$ cat src/rtl/hcf_pkg.sv
package hcf_pkg;
  localparam int ST_CMD = 0;
  localparam int ST_DTE = 1;
  localparam int ST_DEC = 2;
  localparam int ST_OVF = 3;
  localparam int CFG_BRK_DIS = 3;

  // masked interrupt: only the three event bits may reach the pin
  function automatic logic masked_irq(input logic [3:0] st, input logic [2:0] en);
    return |(st[2:0] & en);
  endfunction
endpackage

$ cat src/rtl/hcf_fifo.sv
module hcf_fifo #(
  parameter int DEPTH = 12,
  parameter int WIDTH = 8
) (
  input  logic                       clk,
  input  logic                       rst_n,
  input  logic                       wr_en,
  input  logic [WIDTH-1:0]           wr_data,
  input  logic                       rd_en,
  output logic [WIDTH-1:0]           rd_data,
  output logic [$clog2(DEPTH+1)-1:0] level,
  output logic                       push_ok,
  output logic                       last_pop,
  output logic                       drop_evt
);
  localparam int PW = (DEPTH > 1) ? $clog2(DEPTH) : 1;
  localparam int LW = $clog2(DEPTH+1);

  logic [WIDTH-1:0] mem [DEPTH];
  logic [PW-1:0]    wp, rp;
  logic             full, empty, pop_ok;

  function automatic logic [PW-1:0] ptr_next(input logic [PW-1:0] p);
    return (p == PW'(DEPTH-1)) ? '0 : p + 1'b1;
  endfunction

  assign full     = (level == LW'(DEPTH));
  assign empty    = (level == '0);
  assign pop_ok   = rd_en && !empty;
  assign push_ok  = wr_en && (!full || pop_ok);
  assign drop_evt = wr_en && !push_ok;
  assign last_pop = pop_ok && !push_ok && (level == LW'(1));

  always_ff @(posedge clk) begin
    if (push_ok) mem[wp] <= wr_data;
  end

  always_ff @(posedge clk or negedge rst_n) begin
    if (!rst_n) begin
      wp      <= '0;
      rp      <= '0;
      level   <= '0;
      rd_data <= '1;
    end else begin
      if (push_ok) wp <= ptr_next(wp);
      if (pop_ok) begin
        rp      <= ptr_next(rp);
        rd_data <= mem[rp];
      end else if (rd_en) begin
        rd_data <= '1;
      end
      case ({push_ok, pop_ok})
        2'b10:   level <= level + 1'b1;
        2'b01:   level <= level - 1'b1;
        default: level <= level;
      endcase
    end
  end


  empty_pop_ff_chk: assert property (@(posedge clk) disable iff (!rst_n)
    (rd_en && empty && !wr_en) |=> (rd_data == '1 && level == '0));

  full_drop_chk: assert property (@(posedge clk) disable iff (!rst_n)
    (wr_en && full && !rd_en) |=> (level == $past(level)));

  level_bound_chk: assert property (@(posedge clk) disable iff (!rst_n)
    level <= LW'(DEPTH));
endmodule

$ cat src/rtl/hcf_status.sv
module hcf_status (
  input  logic       clk,
  input  logic       rst_n,
  input  logic       set_cmd,
  input  logic       host_push,
  input  logic       set_dte,
  input  logic       set_dec,
  input  logic       set_ovf,
  input  logic       clr_we,
  input  logic [3:0] clr_bits,
  output logic [3:0] st
);
  import hcf_pkg::*;

  logic [3:0] set_v, clr_v;

  always_comb begin
    set_v         = '0;
    set_v[ST_CMD] = set_cmd;
    set_v[ST_DTE] = set_dte;
    set_v[ST_DEC] = set_dec;
    set_v[ST_OVF] = set_ovf;
    clr_v         = clr_we ? clr_bits : 4'b0;
    clr_v[ST_CMD] = clr_v[ST_CMD] | host_push;
  end

  always_ff @(posedge clk or negedge rst_n) begin
    if (!rst_n) st <= '0;
    else        st <= set_v | (st & ~clr_v);
  end


  set_wins_chk: assert property (@(posedge clk) disable iff (!rst_n)
    set_dte |=> st[ST_DTE]);

  ovf_sticky_chk: assert property (@(posedge clk) disable iff (!rst_n)
    (st[ST_OVF] && !(clr_we && clr_bits[ST_OVF])) |=> st[ST_OVF]);
endmodule

$ cat src/rtl/hcf_cmd_path.sv
module hcf_cmd_path #(
  parameter int DEPTH = 12,
  parameter int WIDTH = 8
) (
  input  logic                       clk,
  input  logic                       rst_n,
  input  logic                       host_wr,
  input  logic [WIDTH-1:0]           host_data,
  input  logic                       loc_rd,
  output logic [WIDTH-1:0]           loc_rd_data,
  output logic [$clog2(DEPTH+1)-1:0] fifo_level,
  input  logic                       cfg_we,
  input  logic [3:0]                 cfg_data,
  input  logic                       dte_evt,
  input  logic                       dec_evt,
  input  logic                       clr_we,
  input  logic [3:0]                 clr_bits,
  output logic [3:0]                 status,
  output logic                       irq,
  output logic                       cmd_break
);
  import hcf_pkg::*;

  logic [3:0] cfg_q;
  logic       push_ok, last_pop, drop_evt;
  logic       brk_req;

  hcf_fifo #(.DEPTH(DEPTH), .WIDTH(WIDTH)) fifo_i (
    .clk(clk), .rst_n(rst_n),
    .wr_en(host_wr), .wr_data(host_data),
    .rd_en(loc_rd), .rd_data(loc_rd_data), .level(fifo_level),
    .push_ok(push_ok), .last_pop(last_pop), .drop_evt(drop_evt)
  );

  hcf_status status_i (
    .clk(clk), .rst_n(rst_n),
    .set_cmd(last_pop), .host_push(push_ok),
    .set_dte(dte_evt), .set_dec(dec_evt), .set_ovf(drop_evt),
    .clr_we(clr_we), .clr_bits(clr_bits), .st(status)
  );

  assign brk_req = host_wr && !cfg_q[CFG_BRK_DIS];

  always_ff @(posedge clk or negedge rst_n) begin
    if (!rst_n) begin
      cfg_q     <= '0;
      cmd_break <= 1'b0;
    end else begin
      if (cfg_we) cfg_q <= cfg_data;
      cmd_break <= brk_req;
    end
  end

  assign irq = masked_irq(status, cfg_q[2:0]);


  break_pulse_chk: assert property (@(posedge clk) disable iff (!rst_n)
    (host_wr && !cfg_q[CFG_BRK_DIS]) |=> cmd_break);

  break_no_dte_chk: assert property (@(posedge clk) disable iff (!rst_n)
    (host_wr && !dte_evt) |=> !$rose(status[ST_DTE]));

  cfg_keeps_status_chk: assert property (@(posedge clk) disable iff (!rst_n)
    (cfg_we && !host_wr && !loc_rd && !dte_evt && !dec_evt && !clr_we)
      |=> $stable(status));

  ovf_no_irq_chk: assert property (@(posedge clk) disable iff (!rst_n)
    (status[2:0] == 3'b000) |-> !irq);
endmodule

$ cat config.mk
export PLATFORM = sky130hd
export DESIGN_NAME = hcf_cmd_path
export DESIGN_NICKNAME = d
export VERILOG_FILES = /design/src/rtl/hcf_pkg.sv /design/src/rtl/hcf_fifo.sv /design/src/rtl/hcf_status.sv /design/src/rtl/hcf_cmd_path.sv
export SDC_FILE = /design/constraint.sdc
export NUM_CORES = 1
export LEC_CHECK = 0
export ABC_AREA = 0
export BUFFER_PORTS_ARGS = -buffer_cell sky130_fd_sc_hd__buf_2
export CORE_AREA = 2 2 103 105
export DETAILED_ROUTE_END_ITERATION = 16
export DIE_AREA = 0 0 105 107
export GPL_ROUTABILITY_DRIVEN = 0
export PLACE_DENSITY = 0.78
export SLEW_MARGIN = 40
export SYNTH_ARGS = -nofsm -noshare
export SYNTH_HDL_FRONTEND = slang
export SYNTH_HIERARCHICAL = 1
export SYNTH_SLANG_ARGS = --single-unit
export TNS_END_PERCENT = 30
$ cat constraint.sdc
create_clock -name clk -period 3.4 [get_ports clk]
set_clock_uncertainty 0.1 [all_clocks]
set_input_delay 0.34 -clock clk [delete_from_list [all_inputs] [get_ports clk]]
set_output_delay 0.34 -clock clk [all_outputs]
set_load 0.01 [all_outputs]
# Yosys cells after proc, flatten, opt, wreduce, memory -nomap -nowiden

Memories as Yosys holds them, arrays and structs flattened.
Cells that the tools add are included.

Bits in registers: 29
Latch bits: 0
Bits in writable memories: 96
Memory bits (read-only): 0
Input port bits: 24
Logic and storage cells: 46
Memories kept: 1

Memories:

| name       | words | bits a word | rd ports | clocked after Yosys merged registers in | wr ports | line           | text |
|---|---|---|---|---|---|---|---|
| fifo_i.mem | 12    | 8           | 1        | 0                                       | 1        | hcf_fifo.sv:19 | `logic [WIDTH-1:0] mem [DEPTH];` |

$add $sub $neg: 4
$mul: 0
Divide/modulo/power cells: 0
Magnitude comparators: 0
Equality and inequality tests: 6
Shift-type cells: 0
Muxes and demuxes: 8
Bitwise gates (word level): 5
Reductions and logical operators: 15

Operators with widths:

| operator            | count |
|---|---|
| $mux 8              | 2 |
| $add 4x1->4 const B | 3 |
| $eq 4x4->1 const B  | 3 |
| $mux 4              | 3 |
| $pmux 4 s2          | 1 |
| $logic_and 1x1->1   | 6 |
| $and 4x4->4         | 1 |
| $eq 4x1->1 const B  | 1 |
| $logic_not 1->1     | 4 |
| $logic_not 4->1     | 1 |
| $not 4->4           | 1 |
| $or 4x4->4          | 1 |
| $reduce_bool 2->1   | 2 |
| $sub 4x1->4 const B | 1 |
| $and 3x3->3         | 1 |
| $reduce_or 3->1     | 1 |
| $eq 2x1->1 const B  | 1 |
| $eq 2x2->1 const B  | 1 |
| $mux 1              | 2 |
| $logic_or 1x1->1    | 1 |
| $or 1x1->1          | 1 |

# Logic depth before layout (Yosys ltp)

Gate-level depths: netlist of run 1.

Depth after elaboration: 9
Depth in mapped cells: 8
Depth with buffers taken out: 7

# Cells and area by module

The synthesis of run 1 kept the hierarchy.

Modules (own cells, without submodules):

| module       | times used | cells each | area an instance (um^2) |
|---|---|---|---|
| hcf_fifo     | 1          | 321        | 4904.7 |
| hcf_cmd_path | 1          | 12         | 190.2 |
| hcf_status   | 1          | 13         | 150.1 |

# Least setup slack after synthesis of run 1

OpenSTA, ideal clock, no wires.

Path type: reg-to-reg
Start point: reg fifo_i.level[0]
End point: mem fifo_i.mem[3][0], enable pin
Library setup time: 0.383 ns
Data arrival time: 1.818 ns
Required time: 2.917 ns
Slack: 1.099 ns
Stages on the path, launching flop included: 8
Buffers on the path: 0
Period minus slack after synthesis: 2.301 ns
Path through: dfrtp_1 -> inv_1 -> ha_1 -> nand4b_1 -> nand2_1 -> inv_2 -> nand2_1 -> nor3_1

Cells in the longest elaborated chain, start to end: 7

Ends and longest elaborated chain:

| what                             | line               | text |
|---|---|---|
| start: declaration               | hcf_fifo.sv:11     | `output logic [$clog2(DEPTH+1)-1:0] level,` |
| start signal: assignment         | hcf_fifo.sv:53     | `2'b10: level <= level + 1'b1;` |
| start signal: assignment         | hcf_fifo.sv:54     | `2'b01: level <= level - 1'b1;` |
| start signal: assignment         | hcf_fifo.sv:55     | `default: level <= level;` |
| $logic_not 4->1                  | hcf_fifo.sv:28     | `assign empty = (level == '0);` |
| $logic_not 1->1                  | hcf_fifo.sv:29     | `assign pop_ok = rd_en && !empty;` |
| $logic_and 1x1->1                | hcf_fifo.sv:29     |  |
| $logic_or 1x1->1 (*)             | hcf_fifo.sv:30     | `assign push_ok = wr_en && (!full \|\| pop_ok);` |
| $logic_and 1x1->1 (*)            | hcf_fifo.sv:30     |  |
| net push_ok                      | hcf_cmd_path.sv:25 | `logic push_ok, last_pop, drop_evt;` |
| $mux 1 (*)                       | hcf_fifo.sv:35     | `if (push_ok) mem[wp] <= wr_data;` |
| $mux 1 (implied by the code) (*) | hcf_fifo.sv:35     |  |
| end: declaration                 | hcf_fifo.sv:19     |  |

Mark *: on every way through the listed nets, which the timed path passes. The rest lies on a longest branch.

# Worst setup path after layout of run 1

Start point: reg fifo_i.level[0]
End point: mem fifo_i.mem[0][2], enable pin

Cells in the longest elaborated chain, start to end: 7

Ends and longest elaborated chain:

| what                             | line |
|---|---|
| $logic_not 4->1                  | hcf_fifo.sv:28 |
| $logic_not 1->1                  | hcf_fifo.sv:29 |
| $logic_and 1x1->1                | hcf_fifo.sv:29 |
| $logic_or 1x1->1 (*)             | hcf_fifo.sv:30 |
| $logic_and 1x1->1 (*)            | hcf_fifo.sv:30 |
| $mux 1 (*)                       | hcf_fifo.sv:35 |
| $mux 1 (implied by the code) (*) | hcf_fifo.sv:35 |

Mark *: on every way between the ends. The rest lies on a longest branch, timed or not.

==> impl_metrics.json, run 1 <==
{
  "final_antenna_net_count": 0,
  "drt-pass1-iter-count": 5,
  "layout.area.seq_mm2": 0.00362,
  "grt_max_degree": 30,
  "async_reset_ff_share_pct": 23.2,
  "r2r-start": "fifo_i/level[0]",
  "clockBufferDepth": 2,
  "peakVddDrop_mv": 0.314,
  "p_total_mw": 5.46,
  "fin_nets": 432,
  "ys_seq_elements": 125,
  "multiInputGateArea_mm2": 0.00146,
  "diodes": 0,
  "min_from": "clr_bits[3]",
  "required_ns": 3.47,
  "start_util_pct": 52.0,
  "cts_tree": "done",
  "fin_ws_ns": 0.898,
  "die_y_um": 107,
  "outcome": "finished, final reports clean",
  "io_buffers": 41,
  "ys_dominant_reg_cell": "edfxtp_1",
  "dp_slack_ns": 0.988,
  "fin_hold_ws_ns": 0.0355,
  "finalCriticalPeriod_ns": 2.50,
  "crit_type": "flop to flop",
  "syn_area_mm2": 0.00525,
  "ioPinCount": 42,
  "p_leak_nw": 2.40,
  "critPathTopFamily": "simple AND/OR/NAND/NOR gates",
  "cts.sinks": 125,
  "fp-row-count": 37,
  "endpoint_kind": "flop",
  "fin_util_pct": 61.7,
  "drt_iter0_markers": 364,
  "path_clk_slew_ns": 0.05,
  "routed_via_density": 5.75,
  "postCtsHoldBufs": 9,
  "htreeDepth": 4,
  "wl_um": 11400,
  "clk_latency_ns": 0.51,
  "synth.distinct_cells": 47,
  "synth_nets": 378,
  "cts_made_buffers": 17,
  "drc_errors": 0,
  "vias": 3158,
  "core-area_mm2": 0.0101,
  "path_max_fanout": 8,
  "syn_area_per_cell_um2": 15.2,
  "yosysWarningCount": 6,
  "cp_slowest_cell": "dfrtp_1",
  "synthCells": 346,
  "ctsResizeCount": 0,
  "finalSetupTns_ns": 0,
  "max_stage_delay_ns": 0.47,
  "rsz0062_at_grt": "false",
  "drive_above_1_share_pct": 22.3,
  "start_kind": "flop",
  "synth_enable_flop_cells": 96,
  "min-delay-path-class": "primary input to flop",
  "track_usage_pct": 21.8,
  "ys_seq_area_share_pct": 69.0,
  "first_global_vias": 3169,
  "dp_hpwl_um": 7280,
  "timing.final.crit_share_pct": 73.6,
  "final_hold_viol_count": 0,
  "max_cap_violations": 0,
  "post-cts-setup-buffer-count": 0,
  "dieArea_mm2": 0.0112,
  "gr-total-overflow": 0,
  "startpoint": "fifo_i/level[0]",
  "syn_to_final_growth_pct": 18.8,
  "slew_headroom_pct": 54.9,
  "antenna_found_initial": 0,
  "die_w_um": 105,
  "cp_cell_sequence": "inv_1 > ha_1 > nand4b_1 > nand2_1 > nor3_1 > and2_1",
  "fill_cells": 766,
  "wl_per_cell_um": 20.8,
  "clock_tree.root_cell": "clkbuf_8",
  "tightest_slew_ns": 0.676,
  "finalSetupViolations": 0,
  "path_buf_inv": 1,
  "p_per_area_mw_per_mm2": 877,
  "grt_pass1_wl_um": 17900,
  "worstPathArrival_ns": 2.57,
  "slew_viol_final": 0,
  "max_freq_mhz": 400
}
-- stage by stage --
stage          std cells  instance area, um^2
6_report             549                 6230
5_1_grt              549                 6230
4_1_cts              549                 6230
3_5_place_dp         508                 5510
3_3_place_gp         508                 5510
2_1_floorplan        346                 5250
-- worst paths after layout --
path                                         end  slack (ns)  depth (start not counted)
min in group asynchronous               cfg_q[0]        0.34                          2
max in group asynchronous           fifo_i/rp[0]        2.38                          2
worst max-delay path            fifo_i/mem[0][2]        0.90                          6
worst min-delay path              status_i/st[3]        0.04                          3
worst min register to register         cmd_break        0.32                          1
worst max register to register  fifo_i/mem[0][2]        0.90                          6
-- cells in the final DEF (no fill, tap or decap), types with 2 or more instances in the layout --
cell	n
a21o_1	5
a21oi_1	11
a22oi_1	8
and2_1	9
and3_1	12
buf_2	41
buf_4	3
bufinv_16	4
clkbuf_16	16
clkbuf_8	3
clkinv_4	4
clkinvlp_4	2
dfrtp_1	20
dfstp_2	8
dlygate4sd3_1	9
edfxtp_1	96
ha_1	8
inv_1	8
mux2_2	5
mux2i_1	50
nand2_1	25
nand2b_1	2
nand3_1	2
nor2_1	8
nor2b_1	4
nor3_1	2
o211ai_1	2
o21ai_0	6
o22ai_1	8
o32a_1	8
xnor2_1	2
-- cells by family after synthesis --
logic type      share of synthesized area, %
simple gates                            7.13
xor+xnor                               0.334
buf+inv                                 3.17
compound gates                          7.85
fa+ha+maj                               1.91
mux                                     10.6
flops                                   69.0
-- sequential cells by signal (all words and copies together), names as in the netlist --
name / flops
fifo_i/rd_data: 8
cfg_q: 4
status_i/st: 4
fifo_i/mem: 96
fifo_i/wp: 4
cmd_break: 1
fifo_i/rp: 4
fifo_i/level: 4
-- power breakdown --
group / total [mW] / switching (mW) / internal [mW]
Combinational: 1.42 / 0.823 / 0.597
Sequential: 2.17 / 0.230 / 1.94
Clock: 1.87 / 0.640 / 1.23
Total: 5.46 / 1.69 / 3.77
-- cell type report --
class                   count  share of cell area [%]
flip-flops and latches    125                    58.1
multi-input cells         194                    23.4
clock buffers              19                    7.09
repair buffers             53                    5.10
clock inverters            13                    3.01
well taps                 136                    2.73
inverters                   9                   0.542
-- worst min-delay path, delay by kind of cell --
family	cells	cell delay, ns
simple gates	1	0.07
compound gates	1	0.11
buf+inv	1	0.10
-- Yosys cell counts (2+ instances only) --
| cell type | number | area (um^2) |
|---|---|---|
| a21o_1 | 5 | 37.5 |
| a21oi_1 | 11 | 55.1 |
| a22oi_1 | 8 | 60.1 |
| and2_1 | 9 | 56.3 |
| and3_1 | 12 | 75.1 |
| buf_2 | 2 | 10.0 |
| buf_4 | 4 | 30.0 |
| buf_6 | 3 | 33.8 |
| buf_8 | 2 | 30.0 |
| clkbuf_1 | 5 | 18.8 |
| clkbuf_2 | 2 | 10.0 |
| dfrtp_1 | 21 | 526 |
| dfstp_2 | 8 | 210 |
| edfxtp_1 | 96 | 2880 |
| ha_1 | 8 | 100 |
| inv_1 | 8 | 30.0 |
| mux2_2 | 5 | 56.3 |
| mux2i_1 | 50 | 500 |
| nand2_1 | 25 | 93.8 |
| nand2b_1 | 2 | 12.5 |
| nand3_1 | 2 | 10.0 |
| nor2_1 | 8 | 30.0 |
| nor2b_1 | 4 | 25.0 |
| nor3_1 | 2 | 10.0 |
| o211ai_1 | 2 | 15.0 |
| o21ai_0 | 6 | 30.0 |
| o22ai_1 | 8 | 50.1 |
| o32a_1 | 8 | 80.1 |
| xnor2_1 | 2 | 17.5 |
-- metal layers --
metal  vias up  track usage, %  part of all wire, %
li1       1426               -                    -
met1      1577            27.9                   41
met2       138            35.8                   51
met3        17            5.05                  6.3
met4         0            9.52                  1.6
met5         -               0                    0
(Power assumes the default switching activity.)
==> inputs of run 2 (changes only) <==
Clock period 3.4 ns to 2.5 ns, I/O delays scaled along.
==> run 2 against run 1 <==
Combinational power rose by 39%. Worst hold slack got worse by 0.016 ns. Die area did not move.
==> impl_metrics.json, run 2 (synthesis gave the netlist of run 1 again) <==
{
  "endpoint_kind": "flop",
  "max_freq_mhz": 432,
  "worstRegToRegCells": 7,
  "syn_to_final_growth_pct": 19.3,
  "max_cap_violations": 0,
  "final_antenna_net_count": 0,
  "wl_per_cell_um": 20.4,
  "drt-pass1-iter-count": 5,
  "ioPinCount": 42,
  "grt_pass1_wl_um": 18100,
  "drive_above_1_share_pct": 23.0,
  "start_util_pct": 52.0,
  "final_common_cell": "edfxtp_1",
  "drc_errors": 0,
  "dpl_cell_area_mm2": 0.00555,
  "peakVddDrop_mv": 0.471,
  "cts.sinks": 125,
  "final_hold_viol_count": 0,
  "largest_register_ffs": 96,
  "core-area_mm2": 0.0101,
  "final_area_mm2": 0.00626,
  "hold_path_depth": 1,
  "track_usage_pct": 22.1,
  "drt_iter0_markers": 256,
  "io_buffers": 41,
  "crit_type": "flop to flop",
  "routed_via_density": 5.65,
  "required_ns": 2.58,
  "min-delay-path-class": "primary input to flop",
  "first_global_vias": 3350,
  "worstPathArrival_ns": 2.39,
  "p_per_area_mw_per_mm2": 1120,
  "die_y_um": 107,
  "rsz0062_at_grt": "false",
  "diodes": 0,
  "cts_made_buffers": 17,
  "finalSetupViolations": 0,
  "p_total_mw": 7.03,
  "outcome": "finished, final reports clean",
  "clock_tree.root_cell": "clkbuf_8",
  "cts_tree": "done",
  "fin_nets": 445,
  "tightest_slew_ns": 0.690,
  "dieArea_mm2": 0.0112,
  "clk_latency_ns": 0.52,
  "finalSetupTns_ns": 0,
  "biggestRegsByFlops": "fifo_i/mem x96, fifo_i/rd_data x8",
  "slew_viol_final": 0,
  "gr-total-overflow": 0,
  "antenna_found_initial": 0,
  "vias": 3174,
  "path_clk_slew_ns": 0.06,
  "start_kind": "flop",
  "p_leak_nw": 2.40,
  "htreeDepth": 4,
  "dp_hpwl_um": 7200,
  "wl_um": 11500,
  "clockBufferDepth": 2,
  "path_max_fanout": 8,
  "slew_headroom_pct": 54.0,
  "finalCriticalPeriod_ns": 2.32,
  "mostFrequentLayoutCells": "edfxtp_1, mux2i_1, buf_2",
  "grt_max_degree": 30,
  "die_w_um": 105,
  "top_register": "fifo_i/mem",
  "timing.final.crit_share_pct": 92.6,
  "fp-row-count": 37
}
-- run 2: changes by cell type in the layout (fill, tap and decap cells not counted) --
cell,delta
dlygate4sd3_1,+10
and2_1,-4
and2_2,+4
bufinv_16,-4
clkinv_2,+3
clkinvlp_4,+3
buf_4,+2
clkbuf_8,-2
clkinv_4,-2
buf_12,+1
clkinv_1,+1
inv_6,+1
-- run 2: final cells by class --
type | count | area (um^2)
Fill cell | 777 | 3840
Sequential cell | 125 | 3620
Multi-Input combinational cell | 194 | 1470
Timing Repair Buffer | 66 | 453
Clock buffer | 17 | 414
Tap cell | 136 | 170
Clock inverter | 15 | 100
Inverter | 9 | 33.8
-- run 2: metal layers --
layer / global-route usage, % / share of wire (%) / vias up
li1: - / - / 1454
met1: 27.3 / 41 / 1584
met2: 36.5 / 51 / 104
met3: 5.71 / 4.8 / 32
met4: 10.4 / 3.3 / 0
met5: 0 / 0 / -
-- run 2: critical path: stages (launching register included) --
cell	delay, ns
dfrtp_1	0.46
inv_1	0.07
ha_1	0.25
nand4b_1	0.15
nand2_1	0.19
nor3_1	0.22
buf_4	0.17
and2_1	0.36
-- run 2: path summary, 6_finish.rpt --
path | slack (ns) | start | to
max | 0.18 | fifo_i/level[0] | fifo_i/mem[2][3]
min | 0.02 | host_data[0] | fifo_i/mem[1][0]
max reg2reg | 0.18 | fifo_i/level[0] | fifo_i/mem[2][3]
min reg2reg | 0.35 | cfg_q[3] | cmd_break
max in group asynchronous | 1.61 | rst_n | fifo_i/rp[0]
min in group asynchronous | 0.22 | rst_n | status_i/st[0]
-- run 2: timing repair --
action / in CTS / in global routing
buffers inserted: 0 / 0
hold endpoints to repair: 34 / 0
setup endpoints to repair: 0 / 32
hold buffers: 19 / 0
resized for setup: 0 / 4
-- run 2: per-stage QoR --
step           setup WS (ns)  cells  hold slack [ns]  utilization (%)
2_1_floorplan          0.199    346           -0.146                -
3_3_place_gp           0.247    511            0.219             55.0
3_5_place_dp           0.174    511            0.223             55.0
4_1_cts                0.139    562          0.00723             61.9
5_1_grt               0.0286    562          0.00858             62.0
6_report               0.184    562           0.0193             62.0
-- run 2: where the power goes --
part	switching (mW)	internal, mW
combinational	1.11	0.871
clock	0.888	1.21
sequential	0.309	2.64
